===== src/rtl/gf4k_pkg.sv =====
package gf4k_pkg;
  localparam int unsigned DIGIT_W   = 6;
  localparam int unsigned ELEM_W    = 2 * DIGIT_W;
  // x^6 + x + 1 with the x^6 term dropped: the value folded back on overflow
  localparam logic [DIGIT_W-1:0] DIGIT_POLY = 6'h03;
  // inverse of the small-field generator, constant term of the quadratic
  localparam logic [DIGIT_W-1:0] EXT_CONST  = 6'h21;
  // multiplier used by the primitive-element step
  localparam logic [ELEM_W-1:0]  STEP_CONST = 12'hE01;
  localparam logic [ELEM_W-1:0]  ELEM_ONE   = 12'h001;
  localparam int unsigned NUM_PAR_MUL = 3;
endpackage


===== src/rtl/gf64_mul.sv =====
module gf64_mul #(
  parameter int unsigned W = 6,
  parameter logic [W-1:0] POLY = 6'h03
) (
  input  logic [W-1:0] x,
  input  logic [W-1:0] y,
  output logic [W-1:0] p
);
  logic [W-1:0] acc;
  logic [W-1:0] xs;
  logic [W-1:0] ys;

  always_comb begin
    acc = '0;
    xs  = x;
    ys  = y;
    for (int i = 0; i < int'(W); i++) begin
      if (xs[0]) acc = acc ^ ys;
      xs = xs >> 1;
      ys = {ys[W-2:0], 1'b0} ^ (ys[W-1] ? POLY : '0);
    end
    p = acc;
  end
endmodule


===== src/rtl/gf4k_mul_core.sv =====
module gf4k_mul_core
  import gf4k_pkg::*;
(
  input  logic [ELEM_W-1:0] a,
  input  logic [ELEM_W-1:0] b,
  output logic [ELEM_W-1:0] p
);
  logic [DIGIT_W-1:0] a_hi, a_lo, b_hi, b_lo;
  logic [DIGIT_W-1:0] opx [NUM_PAR_MUL];
  logic [DIGIT_W-1:0] opy [NUM_PAR_MUL];
  logic [DIGIT_W-1:0] prd [NUM_PAR_MUL];
  logic [DIGIT_W-1:0] hh_scaled;
  logic [DIGIT_W-1:0] hi_d, lo_d;

  assign a_hi = a[ELEM_W-1:DIGIT_W];
  assign a_lo = a[DIGIT_W-1:0];
  assign b_hi = b[ELEM_W-1:DIGIT_W];
  assign b_lo = b[DIGIT_W-1:0];

  // slot 0: cross sums, slot 1: low digits, slot 2: high digits
  assign opx[0] = a_hi ^ a_lo;
  assign opy[0] = b_hi ^ b_lo;
  assign opx[1] = a_lo;
  assign opy[1] = b_lo;
  assign opx[2] = a_hi;
  assign opy[2] = b_hi;

  for (genvar g = 0; g < NUM_PAR_MUL; g++) begin : g_dmul
    gf64_mul #(.W(DIGIT_W), .POLY(DIGIT_POLY)) i_dmul (
      .x(opx[g]),
      .y(opy[g]),
      .p(prd[g])
    );
  end

  gf64_mul #(.W(DIGIT_W), .POLY(DIGIT_POLY)) i_scale (
    .x(prd[2]),
    .y(EXT_CONST),
    .p(hh_scaled)
  );

  assign hi_d = prd[0] ^ prd[1];
  assign lo_d = hh_scaled ^ prd[1];
  assign p    = {hi_d, lo_d};
endmodule


===== src/rtl/gf4k_tower_mul.sv =====
module gf4k_tower_mul
  import gf4k_pkg::*;
#(
  parameter bit REG_OUT = 1'b1
) (
  input  logic              clk,
  input  logic              rst_n,
  input  logic              in_valid,
  input  logic              in_step,
  input  logic [ELEM_W-1:0] in_a,
  input  logic [ELEM_W-1:0] in_b,
  output logic              out_valid,
  output logic [ELEM_W-1:0] out_prod
);
  // reset: asserted asynchronously, released on the clock
  logic [1:0] rst_pipe;
  logic       rst_sync_n;

  always_ff @(posedge clk or negedge rst_n) begin
    if (!rst_n) rst_pipe <= 2'b00;
    else        rst_pipe <= {rst_pipe[0], 1'b1};
  end
  assign rst_sync_n = rst_pipe[1];

  // operand selection and result
  logic [ELEM_W-1:0] core_b;
  logic [ELEM_W-1:0] core_p;
  logic              step_zero;
  logic [ELEM_W-1:0] res_nxt;

  assign core_b    = in_step ? STEP_CONST : in_b;
  assign step_zero = in_step && (in_a == '0);

  gf4k_mul_core i_core (
    .a(in_a),
    .b(core_b),
    .p(core_p)
  );

  assign res_nxt = step_zero ? ELEM_ONE : core_p;

  if (REG_OUT) begin : g_reg
    logic [ELEM_W-1:0] prod_q, prod_d;
    logic              vld_q, vld_d;
    logic              prod_en;

    assign prod_en = in_valid;

    always_comb begin
      prod_d = prod_q;
      if (prod_en) prod_d = res_nxt;
      vld_d = in_valid;
    end

    always_ff @(posedge clk or negedge rst_sync_n) begin
      if (!rst_sync_n) begin
        prod_q <= '0;
        vld_q  <= 1'b0;
      end else begin
        prod_q <= prod_d;
        vld_q  <= vld_d;
      end
    end

    assign out_prod  = prod_q;
    assign out_valid = vld_q;
  end else begin : g_comb
    assign out_prod  = res_nxt;
    assign out_valid = in_valid;
  end
endmodule


===== config.mk =====
export PLATFORM = sky130hd
export DESIGN_NAME = gf4k_tower_mul
export DESIGN_NICKNAME = d
export VERILOG_FILES = /design/src/rtl/gf4k_pkg.sv /design/src/rtl/gf64_mul.sv /design/src/rtl/gf4k_mul_core.sv /design/src/rtl/gf4k_tower_mul.sv
export SDC_FILE = /design/constraint.sdc
export NUM_CORES = 1
export LEC_CHECK = 0
export CAP_MARGIN = 5
export CORE_ASPECT_RATIO = 0.6
export CORE_MARGIN = 5
export CORE_UTILIZATION = 52
export CTS_CLUSTER_DIAMETER = 80
export DETAILED_ROUTE_END_ITERATION = 6
export PLACE_DENSITY = 0.86
export SLEW_MARGIN = 20
export SYNTH_ARGS = -nofsm -noshare
export SYNTH_HDL_FRONTEND = slang
export SYNTH_HIERARCHICAL = 1
export SYNTH_SLANG_ARGS = --single-unit

===== constraint.sdc =====
create_clock -name clk -period 0.8 [get_ports clk]
set_input_delay 0.16 -clock clk [delete_from_list [all_inputs] [get_ports clk]]
set_output_delay 0.16 -clock clk [all_outputs]
set_load 0.02 [all_outputs]

==> impl_metrics.ini, run 1 <==
[placed_design]
globalplace.congestion = 0.982
place.detailed.instances = 628
hpwl_dp_um = 7800
port-buffer-count = 40

[logic_synthesis]
synthesis.area_sq_um = 3090
sequential_share_of_the_synthesized_area_pct = 12.2
ys_seq_elements = 15
yosysMostFrequentCell = sky130_fd_sc_hd__nand2_1
yosys_top_cell_by_area = sky130_fd_sc_hd__xnor2_1
syn_avg_cell_area_sq_um = 7.46
ys.flop_type = sky130_fd_sc_hd__dfrtp_1
unique_masters_post_synth = 27
synth_enable_flop_cells = 0
biggest_area_contributors_in_the_synthesized_netlist = sky130_fd_sc_hd__xnor2_1 (25%), sky130_fd_sc_hd__xor2_1 (16%), sky130_fd_sc_hd__dfrtp_1 (12%)
yosys-top-cells-count = sky130_fd_sc_hd__nand2_1 (100), sky130_fd_sc_hd__xnor2_1 (88), sky130_fd_sc_hd__xor2_1 (56)
yosysWarningCount = 6
synthesis.instances = 414
asyncSetResetFlopFracSynth_pct = 100
yosysTopAreaCellShare_pct = 24.9

[global_route]
grt_remaining_overflow = 3
grt_max_degree = 15
grt_usage_pct = 59.4

[clock_tree]
ctsHoldBuffers = 0
tritoncts.num_buffers = 3
htreeDepth = 1
clock_tree.root_cell = sky130_fd_sc_hd__clkbuf_8
clock_tree.buffer_depth = 2
cts.sinks = 15

[timing]
crit_endpoint = out_prod[2]$_DFFE_PN0P_/D
worstEndpointType = sequential cell input

[die]
die-width_um = 110
floorplan.initialDensity_pct = 54.4
dieHeight_um = 69.7
rows = 21
io_pins = 41

[outcome]
run_status = did not finish
stop_stage = 5_1_grt
tool.error = [ERROR GRT-0232] Routing congestion too high. Check the congestion heatmap in the GUI.
## kinds of logic after synthesis
kind of cell	Yosys count	synth area share [%]
AND/OR/NAND/NOR	161	23.5
AO/OA/AOI/OAI	41	8.55
multiplexers	23	7.78
other	3	0.364
buffers and inverters	23	4.74
flip-flops	15	12.2
XOR/XNOR	148	42.9
## repair_timing
item | 4_1_cts
pin swaps | 68
gates resized for setup | 199
setup endpoints to repair | 26
setup buffers | 20
## per-layer routing
layer  global-route usage [%]  GRT overflow
met5                     8.57             0
met4                     58.0             2
met3                     44.6             1
met2                     73.1             0
met1                     61.7             0
## metrics by stage
stage	setup WS [ps]	util [%]	TNS (ps)	instance area, sq um	hold WS, ps
floorplan	-1780	-	-17050	3230	-136
global placement	-2070	76.4	-27800	4330	173
detailed placement	-2190	76.4	-29370	4330	173
CTS	-1520	88.2	-18230	5000	63.0
==> run 2, diff against run 1 <==
--- a/config.mk
+++ b/config.mk
@@ -6,12 +6,10 @@
 export NUM_CORES = 1
 export LEC_CHECK = 0
 export CAP_MARGIN = 5
-export CORE_ASPECT_RATIO = 0.6
 export CORE_MARGIN = 5
-export CORE_UTILIZATION = 52
-export CTS_CLUSTER_DIAMETER = 80
+export CORE_UTILIZATION = 37
 export DETAILED_ROUTE_END_ITERATION = 6
-export PLACE_DENSITY = 0.86
+export PLACE_DENSITY_LB_ADDON = 0.15
 export SLEW_MARGIN = 20
 export SYNTH_ARGS = -nofsm -noshare
 export SYNTH_HDL_FRONTEND = slang
==> impl_metrics.ini, run 2 <==
[final_layout]
final_layout_size_suffix_gt1_share_pct = 42.8
antenna-diode-count = 0
layout_common_cells = sky130_fd_sc_hd__buf_4 (109), sky130_fd_sc_hd__nand2_1 (86), sky130_fd_sc_hd__xnor2_1 (56)
largest_register_ff_count = 12
area_growth_syn_to_layout_pct = 70.6
num-nets-final = 613
layout_commonest_cell = sky130_fd_sc_hd__buf_4
utilization_pct = 64.4

[worst_setup_path]
critPathTopFamily = XOR/XNOR gates
crit_path_kind = input port to register
setup.worst_path.start_class = input port
max_stage_delay_ps = 280
cp_cell_sequence = buf_12 -> or2_4 -> xor2_2 -> or2_4 -> a31oi_4 -> xnor2_2 -> xnor2_2 -> nand2_1 -> xor2_1 -> xnor2_1 -> xnor2_1 -> xor2_1 -> a211o_1
critical-path-slowest-cell = sky130_fd_sc_hd__or2_4
critPathArrivalTime_ps = 2400
worstSetupEndpointType = register
critical_path.n_buffers_inverters = 1
cp_data_required_time_ps = 930
cp_max_fo = 5

[clock_tree]
cts.sinks = 15
htreeDepth = 1
cts_tree = done
clock_tree.root_cell = sky130_fd_sc_hd__clkbuf_8
cts.reportedPaths.clkPinSlew_ps = 60
clock_tree.buffer_depth = 2
tritoncts.num_buffers = 3
insertion_delay_ps = 240
ctsHoldBuffers = 0

[route]
drt_first_iter_violations = 161
antenna_violating_nets_post_route = 0
drc_violations_left = 0
route.vias.total = 3256
wl_um = 9370
drt_first_pass_iters = 4
via_per_inst = 4.73
wirelength_per_cell_um = 13.6

[logic_synthesis]
yosysMostFrequentCell = sky130_fd_sc_hd__nand2_1
synth_enable_flop_cells = 0
syn_avg_cell_area_sq_um = 7.46
unique_masters_post_synth = 27
yosys-top-cells-count = sky130_fd_sc_hd__nand2_1 (100), sky130_fd_sc_hd__xnor2_1 (88), sky130_fd_sc_hd__xor2_1 (56)
asyncSetResetFlopFracSynth_pct = 100
yosysWarningCount = 6
sequential_share_of_the_synthesized_area_pct = 12.2
synthesis.instances = 414
biggest_area_contributors_in_the_synthesized_netlist = sky130_fd_sc_hd__xnor2_1 (25%), sky130_fd_sc_hd__xor2_1 (16%), sky130_fd_sc_hd__dfrtp_1 (12%)
yosysTopAreaCellShare_pct = 24.9
synthesis.area_sq_um = 3090
ys_seq_elements = 15
ys.flop_type = sky130_fd_sc_hd__dfrtp_1
yosys_top_cell_by_area = sky130_fd_sc_hd__xnor2_1

[die]
core_region_area_sq_um = 8180
io_pins = 41
dieHeight_um = 101
die-width_um = 101
floorplan_die_area_sq_um = 10300
floorplan.initialDensity_pct = 37.8
rows = 33

[hold_path]
hp-class = input port to async pin

[placed_design]
port-buffer-count = 40
globalplace.congestion = 0.866
hpwl_dp_um = 6800
preCtsSetupSlack_ps = -2210

[global_route]
grt_pass1_wl_um = 15400
grt_remaining_overflow = 0
antenna_found_initial = 0
grt_usage_pct = 18.3
grt_pass1_vias = 3321
grt_max_degree = 15

[timing]
number_of_pins_with_negative_max_slew_slack_in_the_final_report = 0
report.final.hold_viol_count = 0
fin_crit_ps = 2270
final.period_utilization_pct = 284
final-setup-viol-count = 25
fin_skew_ps = 0.648
final.hold.worst_slack_ps = 75.0
tns_ps = -17850
setup_slack_ps = -1470
rsz_0062_raised_after_global_routing = yes
clock.fmax_mhz = 440

[outcome]
run_status = finished with violations
violations = negative setup slack

[run]
cap_viol_max_count = 0

[power]
worst_ir_drop_vdd_mv = 0.794
power_leakage_nw = 2.49
design_power_total_mw = 10.6
power.density_nw_per_um2 = 2010
==> run 2: cell counts after synthesis <==
Identical to the previous run, type by type.
==> run 2: layout make-up <==
cell class,instances,area (sq um)
fillers,681,2910
flip-flops and latches,15,375
clock buffers,3,41.3
multi-input cells,390,3160
well taps,105,131
repair buffers,175,1560
clock inverters,1,5.00
==> run 2: per-stage QoR <==
stage / std cells / instance area [sq um]
finish: 689 / 5270
global route: 689 / 5270
CTS: 681 / 5020
detailed placement: 649 / 4350
global placement: 649 / 4350
floorplan: 428 / 3230
==> run 2: where the power goes <==
| group | total, mW | internal, mW | leakage, nW | switching (mW) |
|---|---|---|---|---|
| logic | 8.65 | 4.80 | 2.28 | 3.85 |
| clock network | 0.615 | 0.344 | 0.0255 | 0.270 |
| registers | 1.32 | 1.10 | 0.176 | 0.220 |
| total | 10.6 | 6.24 | 2.49 | 4.34 |
==> run 2: kinds of logic (layout without fill, tap and decap cells) <==
family / Yosys count / count (layout) / share of synthesized area, %
AND/OR/NAND/NOR: 161 / 161 / 23.5
other: 3 / 17 / 0.364
buffers and inverters: 23 / 179 / 4.74
AO/OA/AOI/OAI: 41 / 41 / 8.55
flip-flops: 15 / 15 / 12.2
XOR/XNOR: 148 / 148 / 42.9
multiplexers: 23 / 23 / 7.78
==> run 2: final timing paths <==
check	end	cells past startpoint	start	slack, ps
worst min-delay path	rst_pipe[1]	1	rst_n	70
max in group asynchronous	out_prod[4]	1	rst_pipe[1]	450
worst max register to register	out_prod[4]	4	out_prod[4]	-140
min in group clk	rst_pipe[1]	0	rst_pipe[0]	360
worst max-delay path	out_prod[0]	13	in_step	-1470
worst min register to register	out_prod[9]	1	rst_pipe[1]	180
==> run 2: repair_timing <==
action / 4_1_cts / 5_1_grt
gates cloned: 1 / 0
resized for setup: 188 / 36
endpoints found under the setup margin: 26 / 26
setup buffers: 29 / 8
pin swaps: 84 / 34
==> run 2: per-layer routing <==
layer	up-vias	GRT usage (%)	wire length [um]
met5	-	0	0
met4	0	3.78	112
met3	11	0.895	279
met2	67	33.5	4810
met1	1530	23.8	4170
li1	1648	-	-
(Power assumes the default switching activity.)
